## src/rtl/dram_ref_pkg.sv

```systemverilog
package dram_ref_pkg;
   typedef enum logic [2:0] {
      RS_IDLE,
      RS_REQ,
      RS_ACT,
      RS_PRE,
      RS_REL
   } ref_state_e;
endpackage

```

## src/rtl/ref_interval_timer.sv

```systemverilog
module ref_interval_timer #(
   parameter int ITV_W = 20
) (
   input  logic             clk,
   input  logic             rst_n,
   input  logic [ITV_W-1:0] interval,
   output logic             tick
);
   logic [ITV_W-1:0] cnt;

   assign tick = (interval != '0) && (cnt >= interval - 1'b1);

   always_ff @(posedge clk) begin
      if (!rst_n)                        cnt <= '0;
      else if (interval == '0 || tick)   cnt <= '0;
      else                               cnt <= cnt + 1'b1;
   end

   // with a steady period above one, two expiries are never adjacent
   p_tick_gap_r2: assert property (@(posedge clk) disable iff (!rst_n)
      (tick && interval > 1) |=> (!tick || interval != $past(interval)));
endmodule

```

## src/rtl/ref_backlog.sv

```systemverilog
module ref_backlog #(
   parameter int ROWS     = 1024,
   parameter int PEND_MAX = 4
) (
   input  logic clk,
   input  logic rst_n,
   input  logic burst_mode,
   input  logic tick,
   input  logic done,
   output logic pend_nz,
   output logic ovf
);
   localparam int CNT_W = $clog2(ROWS + 1);
   localparam logic [CNT_W-1:0] ALL_ROWS = CNT_W'(ROWS);
   localparam logic [CNT_W-1:0] CAP      = CNT_W'(PEND_MAX);

   logic [CNT_W-1:0] pend;
   logic [CNT_W-1:0] base;

   always_comb base = pend - {{(CNT_W-1){1'b0}}, done};

   assign pend_nz = (pend != '0);

   always_ff @(posedge clk) begin
      if (!rst_n) begin
         pend <= '0;
         ovf  <= 1'b0;
      end else if (!tick) begin
         pend <= base;
      end else if (burst_mode) begin
         if (base != '0) begin
            ovf  <= 1'b1;
            pend <= base;
         end else begin
            pend <= ALL_ROWS;
         end
      end else begin
         if (base >= CAP) begin
            ovf  <= 1'b1;
            pend <= base;
         end else begin
            pend <= base + 1'b1;
         end
      end
   end

   p_no_overflow_clear_r8: assert property (@(posedge clk) disable iff (!rst_n)
      ovf |=> ovf);
   p_done_has_work_r7: assert property (@(posedge clk) disable iff (!rst_n)
      done |-> pend != '0);
   p_backlog_bound_r7: assert property (@(posedge clk) disable iff (!rst_n)
      pend <= ALL_ROWS);
endmodule

```

## src/rtl/ref_cycle_fsm.sv

```systemverilog
module ref_cycle_fsm
   import dram_ref_pkg::*;
#(
   parameter int ROWS    = 1024,
   parameter int ROW_W   = 10,
   parameter int ACT_CYC = 3,
   parameter int PRE_CYC = 2
) (
   input  logic             clk,
   input  logic             rst_n,
   input  logic             work,
   input  logic             gnt,
   output logic             req,
   output logic             bus_en,
   output logic             ras_n,
   output logic [ROW_W-1:0] row,
   output logic             done
);
   localparam int TMAX = (ACT_CYC > PRE_CYC) ? ACT_CYC : PRE_CYC;
   localparam int TW   = (TMAX > 1) ? $clog2(TMAX) : 1;
   localparam logic [TW-1:0] ACT_LAST = TW'(ACT_CYC - 1);
   localparam logic [TW-1:0] PRE_LAST = TW'(PRE_CYC - 1);

   ref_state_e       st;
   logic [TW-1:0]    tcnt;
   logic [ROW_W-1:0] row_nxt;

   generate
      if (ROWS == (1 << ROW_W)) begin : g_pow2_wrap
         always_comb row_nxt = row + 1'b1;
      end else begin : g_cmp_wrap
         always_comb row_nxt = (row == ROW_W'(ROWS - 1)) ? '0 : row + 1'b1;
      end
   endgenerate

   assign done   = (st == RS_PRE) && (tcnt == PRE_LAST);
   assign req    = (st == RS_REQ) || (st == RS_ACT) || (st == RS_PRE);
   assign bus_en = (st == RS_ACT) || (st == RS_PRE);
   assign ras_n  = (st != RS_ACT);

   always_ff @(posedge clk) begin
      if (!rst_n) begin
         st   <= RS_IDLE;
         tcnt <= '0;
         row  <= '0;
      end else begin
         case (st)
            RS_IDLE: if (work && !gnt) st <= RS_REQ;
            RS_REQ: if (gnt) begin
               st   <= RS_ACT;
               tcnt <= '0;
            end
            RS_ACT: if (tcnt == ACT_LAST) begin
               st   <= RS_PRE;
               tcnt <= '0;
            end else begin
               tcnt <= tcnt + 1'b1;
            end
            RS_PRE: if (done) begin
               st  <= RS_REL;
               row <= row_nxt;
            end else begin
               tcnt <= tcnt + 1'b1;
            end
            RS_REL:  st <= RS_IDLE;
            default: st <= RS_IDLE;
         endcase
      end
   end

   p_ras_needs_grant_r3: assert property (@(posedge clk) disable iff (!rst_n)
      !ras_n |-> gnt);
   p_release_with_req_r3: assert property (@(posedge clk) disable iff (!rst_n)
      $fell(req) |-> !bus_en);
   p_row_hold_r4: assert property (@(posedge clk) disable iff (!rst_n)
      (!ras_n && $past(!ras_n)) |-> $stable(row));
   p_row_moves_on_done_r6: assert property (@(posedge clk) disable iff (!rst_n)
      !$stable(row) |-> $past(done));
   p_precharge_gap_r5: assert property (@(posedge clk) disable iff (!rst_n)
      $rose(ras_n) |=> ras_n);
endmodule

```

## src/rtl/dram_ref_sched.sv

```systemverilog
module dram_ref_sched #(
   parameter int ROWS     = 1024,
   parameter int ROW_W    = $clog2(ROWS),
   parameter int ITV_W    = 20,
   parameter int ACT_CYC  = 3,
   parameter int PRE_CYC  = 2,
   parameter int PEND_MAX = 4
) (
   input  logic             clk,
   input  logic             rst_n,
   input  logic             burst_mode,
   input  logic [ITV_W-1:0] interval,
   input  logic             ref_gnt,
   output logic             ref_req,
   output logic             bus_en,
   output logic             ras_n,
   output logic             cas_n,
   output logic [ROW_W-1:0] row_addr,
   output logic             sched_ovf
);
   generate
      if (ACT_CYC < 1 || PRE_CYC < 1 || ROWS < 2 || PEND_MAX < 1 ||
          PEND_MAX > ROWS || (1 << ROW_W) < ROWS || ITV_W < 2) begin : g_bad_cfg
         $error("dram_ref_sched: parameter set out of range");
      end
   endgenerate

   logic             tick;
   logic             work;
   logic             done;
   logic             en_i;
   logic             ras_i;
   logic [ROW_W-1:0] row_i;

   ref_interval_timer #(.ITV_W(ITV_W)) u_timer (
      .clk(clk), .rst_n(rst_n), .interval(interval), .tick(tick)
   );

   ref_backlog #(.ROWS(ROWS), .PEND_MAX(PEND_MAX)) u_backlog (
      .clk(clk), .rst_n(rst_n), .burst_mode(burst_mode), .tick(tick),
      .done(done), .pend_nz(work), .ovf(sched_ovf)
   );

   ref_cycle_fsm #(.ROWS(ROWS), .ROW_W(ROW_W), .ACT_CYC(ACT_CYC), .PRE_CYC(PRE_CYC)) u_fsm (
      .clk(clk), .rst_n(rst_n), .work(work), .gnt(ref_gnt), .req(ref_req),
      .bus_en(en_i), .ras_n(ras_i), .row(row_i), .done(done)
   );

   assign bus_en   = en_i;
   assign ras_n    = en_i ? ras_i : 1'b1;
   assign row_addr = en_i ? row_i : '0;
   assign cas_n    = 1'b1;

   p_idle_bus_quiet_r10: assert property (@(posedge clk) disable iff (!rst_n)
      !bus_en |-> (ras_n && row_addr == '0));
   p_req_needs_work_r3: assert property (@(posedge clk) disable iff (!rst_n)
      $rose(ref_req) |-> $past(work));
endmodule

```

## config.mk

```make
export PLATFORM = sky130hd
export DESIGN_NAME = dram_ref_sched
export DESIGN_NICKNAME = d
export VERILOG_FILES = /design/src/rtl/dram_ref_pkg.sv /design/src/rtl/ref_interval_timer.sv /design/src/rtl/ref_backlog.sv /design/src/rtl/ref_cycle_fsm.sv /design/src/rtl/dram_ref_sched.sv
export SDC_FILE = /design/constraint.sdc
export NUM_CORES = 1
export LEC_CHECK = 0
export CORE_MARGIN = 4
export CORE_UTILIZATION = 36
export DETAILED_ROUTE_END_ITERATION = 8
export PLACE_DENSITY = 0.55
export SLEW_MARGIN = 20
export SYNTH_ARGS = -nofsm -noshare
export SYNTH_HDL_FRONTEND = slang
export SYNTH_HIERARCHICAL = 1
export SYNTH_SLANG_ARGS = --single-unit
```

## constraint.sdc

```tcl
create_clock -name clk -period 4.1 [get_ports clk]
set_clock_uncertainty 0.15 [all_clocks]
set_input_delay 0.41 -clock clk [delete_from_list [all_inputs] [get_ports clk]]
set_output_delay 0.41 -clock clk [all_outputs]
set_load 0.005 [all_outputs]
```

; Yosys cells after proc, flatten, opt, wreduce, memory -nomap -nowiden
; Cells that the tools add are included.
[word_totals]
ff_bits = 47
latchBits = 0
ramBits = 0
mem_bits_ro = 0
inputBits = 24
output_inout_bits = 15
elab_cells = 65
mem_count = 0
[op_classes]
add_sub_neg = 6
mul = 0
div = 0
order_cmp = 2
n_eq_ne = 12
shifts = 0
n_mux = 18
bitwise = 1
reduce_logical = 20
[ops]
columns = operator, count
row1 = 11-bit 2-to-1 mux, 4
row2 = 11-bit nonzero test, 2
row3 = 20-bit by 1-bit adder with 20-bit output (second input constant), 1
row4 = 20-bit >= comparator, 1
row5 = 20-bit logical NOT, 1
row6 = 20-bit nonzero test, 1
row7 = 20-bit by 1-bit subtractor with 20-bit output (second input constant), 1
row8 = 3-bit 2-to-1 mux, 4
row9 = 3-bit one-hot mux with 4 select lines, 1
row10 = 11-bit by 1-bit adder with 11-bit output (second input constant), 1
row11 = 11-bit by 3-bit >= comparator with 1-bit output (second input constant), 1
row12 = 11-bit by 1-bit subtractor with 11-bit output, 1
row13 = 10-bit by 1-bit adder with 10-bit output (second input constant), 1
row14 = 10-bit 2-to-1 mux, 1
row15 = 2-bit != test (second input constant), 4
row16 = 3-bit by 2-bit == test with 1-bit output (second input constant), 2
row17 = 2-bit 2-to-1 mux, 3
row18 = 2-bit one-hot mux with 3 select lines, 1
row19 = 3-bit AND reduction, 2
row20 = 1-bit logical OR, 4
row21 = 1-bit 2-to-1 mux, 4
row22 = 2-bit by 1-bit != test with 1-bit output (second input constant), 2
row23 = 4-bit AND reduction, 1
row24 = 3-bit by 1-bit == test with 1-bit output (second input constant), 1
row25 = 12 further kinds, 14

; Longest topological paths before layout
[logic_depth]
ltp_word = 7
depth_mapped = 15
depth_no_buf = 15

; By module
; Netlist, hierarchy kept.
[modules_own_cells]
columns = mod, n_inst, cells_each, area_per_inst_um2, seq_area_each_um2
row1 = ref_interval_timer, 1, 195, 1620.3, 400.4
row2 = ref_cycle_fsm, 1, 93, 817.0, 300.3
row3 = ref_backlog, 1, 92, 740.7, 240.2
row4 = dram_ref_sched, 1, 14, 91.3, 0.0

; Worst setup path after synthesis
; Ideal clock, no wire load.
[synth_path]
path_kind = input to register
from = in interval[2]
to = reg u_backlog.pend[0]
setup_ps = 121
arrival_ps = 3802
t_required_ps = 3829
path_slack_ps = 27
stages = 14
path_buffers = 0
cell_sequence = or3_4 > or4_4 > or3_4 > or2_4 > nor4_4 > xnor2_1 > ha_1 > nand4_1 > or4b_2 > nor3_1 > nor3_1 > a21oi_1 > and3_1 > o22ai_1
[synth_between]
elab_chain_cells = 4
word_cells_on_any_way = 5
classes_between = add/sub (1) / order compare (1) / mux (1) / reduce/logical (2)
[synth_lines]
columns = item, line_no
row1 = from (decl), dram_ref_sched.sv:12  ; input logic [ITV_W-1:0] interval,
row2 = 20-bit by 1-bit subtractor with 20-bit output, ref_interval_timer.sv:11  ; assign tick = (interval != '0) && (cnt >= interval - 1'b1);
row3 = 20-bit >= comparator, ref_interval_timer.sv:11
row4 = 1-bit logical AND *, ref_interval_timer.sv:11
row5 = via tick, dram_ref_sched.sv:28  ; logic tick;
row6 = 11-bit 2-to-1 mux *, ref_backlog.sv:28  ; end else if (!tick) begin
row7 = to (signal assigned), ref_backlog.sv:29  ; pend <= base;
row8 = to (signal assigned), ref_backlog.sv:33  ; pend <= base;
row9 = to (signal assigned), ref_backlog.sv:40  ; pend <= base;
row10 = to (decl), ref_backlog.sv:17  ; logic [CNT_W-1:0] pend;
; Mark *: on every way through the listed nets, which the timed path passes. The rest lies on a longest branch.
; A chain may end at the register's enable or synchronous reset.

; Worst setup path in the final report
[layout_path]
from = in interval[1]
to = reg u_backlog.pend[1]
; The elaborated chain is that of the path after synthesis.

==> impl_metrics.json <==
{
  "numPortBuffers": 37,
  "grt_overflow": 0,
  "numCtsBuffers": 5,
  "drtIter0Drc": 80,
  "maxCapViolCount": 0,
  "cts_root_buf": "clkbuf_8",
  "fin_hold_ws_ns": 0.320,
  "report.final.setup_viol": 0,
  "cp_max_fo": 4,
  "reg2reg_to": "u_backlog/pend[1]$_SDFF_PN0_",
  "coreArea_um2": 8760,
  "end_kind": "flop",
  "final_common_cell": "dfxtp_1",
  "vias_per_cell": 5.06,
  "synth_edf_count": 0,
  "ir_drop_v": 0.000115,
  "placed_area_um2": 3910,
  "synth.cell_area_um2": 3270,
  "clockBufferDepth": 2,
  "crit_required_ns": 4.17,
  "rows": 34,
  "hold_path_end": "u_fsm/row[9]$_SDFFE_PN0P_",
  "postSynthCellCount": 394,
  "hold_path_class": "reg2reg",
  "powerDensity_nw_per_um2": 207,
  "hpwl_um": 5530,
  "clk_pin_slew_ns": 0.09,
  "slew_headroom": 0.462,
  "cts_sinks": 47,
  "min-delay-start": "u_fsm/row[9]$_SDFFE_PN0P_",
  "fin_nets": 511,
  "regArea_um2": 941,
  "worstSkewPairLatency_ns": 0.30,
  "finalCriticalPeriod_ns": 3.94,
  "synth_area_per_cell_um2": 8.30,
  "grt_pass1_wl_um": 12400,
  "htreeDepth": 2,
  "fillers": 863,
  "fmax_ghz": 0.254,
  "drt_wl_total_um": 7210,
  "async_flop_share": 0,
  "num_vias": 2858,
  "start_util": 0.373,
  "setup_tns_ns": 0,
  "worstSetupPathType": "in2reg",
  "ff2ff_path_depth": 12,
  "antenna_cells": 0,
  "cp.arrival_ns": 4.00,
  "antenna_found_initial": 0,
  "rrSetupSlack_ns": 0.55,
  "final_area_um2": 4080,
  "ioPinCount": 39,
  "most-common-layout-cells": "47 x dfxtp_1, 42 x nor2_1, 33 x clkdlybuf4s50_1",
  "layout-drive-gt1-share": 0.153,
  "dieArea_um2": 10700,
  "grt_max_degree": 20,
  "whs_path_depth": 2,
  "syn-num-nets": 449,
  "rr_startpoint": "u_fsm/tcnt[1]$_SDFFE_PN0P_",
  "multi_input_area_um2": 2260,
  "dp_slack_ns": -0.659,
  "routabilityCongestion": 0.818,
  "area_growth_syn_to_layout_pct": 24.8,
  "drc": 0,
  "slew_viol_final": 0,
  "dr.pass1.iters": 4,
  "die_w_um": 103,
  "cts_tree": "built",
  "drt-wirelength-per-cell_um": 12.8,
  "leakagePower_nw": 1.60,
  "critPathLaunchType": "input pin",
  "grt_usage": 0.142,
  "first_global_vias": 2817,
  "post-route-util": 0.465,
  "yosysWarnings": 6,
  "chipHeight_um": 103,
  "synth_seq_area_share": 0.288,
  "finalHoldViolations": 0,
  "fin_ws_ns": 0.162,
  "synth_ff_type": "dfxtp_1",
  "post-route-period-util": 0.960,
  "worst_slew_pin_slew_ns": 0.806,
  "final_antenna_net_count": 0,
  "synth_cell_types": 55,
  "synth-seq-cells": 47,
  "status": "completed"
}
worst max-delay path by stage:
stage / startpoint / cells after the start / to
4_1_cts: interval[4] / 15 / u_backlog/pend[1]$_SDFF_PN0_
3_5_place_dp: interval[2] / 15 / u_backlog/pend[0]$_SDFF_PN0_
5_1_grt: interval[1] / 16 / u_backlog/pend[1]$_SDFF_PN0_
2_1_floorplan: interval[2] / 14 / u_backlog/pend[0]$_SDFF_PN0_
6_report: interval[1] / 16 / u_backlog/pend[1]$_SDFF_PN0_
3_3_place_gp: interval[2] / 15 / u_backlog/pend[0]$_SDFF_PN0_
flip-flops by register name, indices dropped and copies added, names as in the netlist:
signal and cells:
u_fsm/tcnt 2, u_backlog/pend 11, u_fsm/row 10, u_backlog/ovf 1
u_timer/cnt 20, u_fsm/st 3
cell families after synthesis:
kind of cell	Yosys count	share of synthesized area
AO/OA/AOI/OAI	55	0.103
XOR/XNOR	42	0.113
adder cells (fa/ha/maj)	31	0.119
buffers and inverters	30	0.0421
flip-flops	47	0.288
multiplexers	7	0.0222
other	1	0.00115
AND/OR/NAND/NOR	181	0.313
cells in the mapped netlist (all sizes together) (5+ instances only):
cell type | count | area, um^2
dfxtp | 47 | 941
nor2 | 43 | 161
nand2 | 32 | 120
ha | 31 | 388
xor2 | 23 | 201
a21oi | 22 | 110
xnor2 | 19 | 166
inv | 17 | 63.8
o21ai | 15 | 75.1
nand3 | 14 | 70.1
nor3 | 14 | 70.1
and2 | 11 | 68.8
nand4 | 11 | 68.8
nor4 | 10 | 92.6
nand2b | 9 | 56.3
buf | 8 | 55.1
or3 | 7 | 53.8
nor2b | 6 | 37.5
mux2i | 5 | 50.1
power breakdown:
| group | switching [mW] | total (mW) | internal, mW |
|---|---|---|---|
| Sequential | 0.00317 | 0.462 | 0.459 |
| Combinational | 0.0479 | 0.102 | 0.0541 |
| Clock | 0.161 | 0.281 | 0.120 |
layout make-up:
class / count / area share
tap: 108 / 0.0331
clock inverter: 2 / 0.00307
timing repair buffer: 67 / 0.144
inverter: 18 / 0.0166
clock buffer: 6 / 0.0178
sequential: 47 / 0.231
multi-input combinational: 317 / 0.555
metrics by stage:
step / power [mW] / instances
3_5_place_dp: 0.574 / 554
2_1_floorplan: 0.515 / 394
4_1_cts: 0.857 / 563
3_3_place_gp: 0.573 / 554
6_report: 0.845 / 565
5_1_grt: 0.880 / 565
critical path: stages:
cell             delay (ns)
clkdlybuf4s50_1        0.42
or4_4                  0.53
or3_4                  0.38
or2_4                  0.26
buf_4                  0.15
nor4_4                 0.14
xnor2_1                0.11
ha_1                   0.34
a21oi_2                0.15
o21ai_2                0.09
a211oi_2               0.22
nor3_2                 0.08
nor3_2                 0.19
a21oi_2                0.07
and3_4                 0.19
o32ai_2                0.26
layer usage:
metal | share of wire | GRT usage
met3 | 0.035 | 0.0275
met1 | 0.49 | 0.183
met5 | 0 | 0
met2 | 0.46 | 0.240
met4 | 0.013 | 0.0418
what timing repair did:
item                                    4_1_cts  5_1_grt
gates resized for setup                      23        8
endpoints found under the hold margin         0        0
pin swaps                                    16       13
buffers inserted                              1        2
endpoints found under the setup margin       25       25
hold buffers                                  0        0
Power figures use the tool's default switching activity.
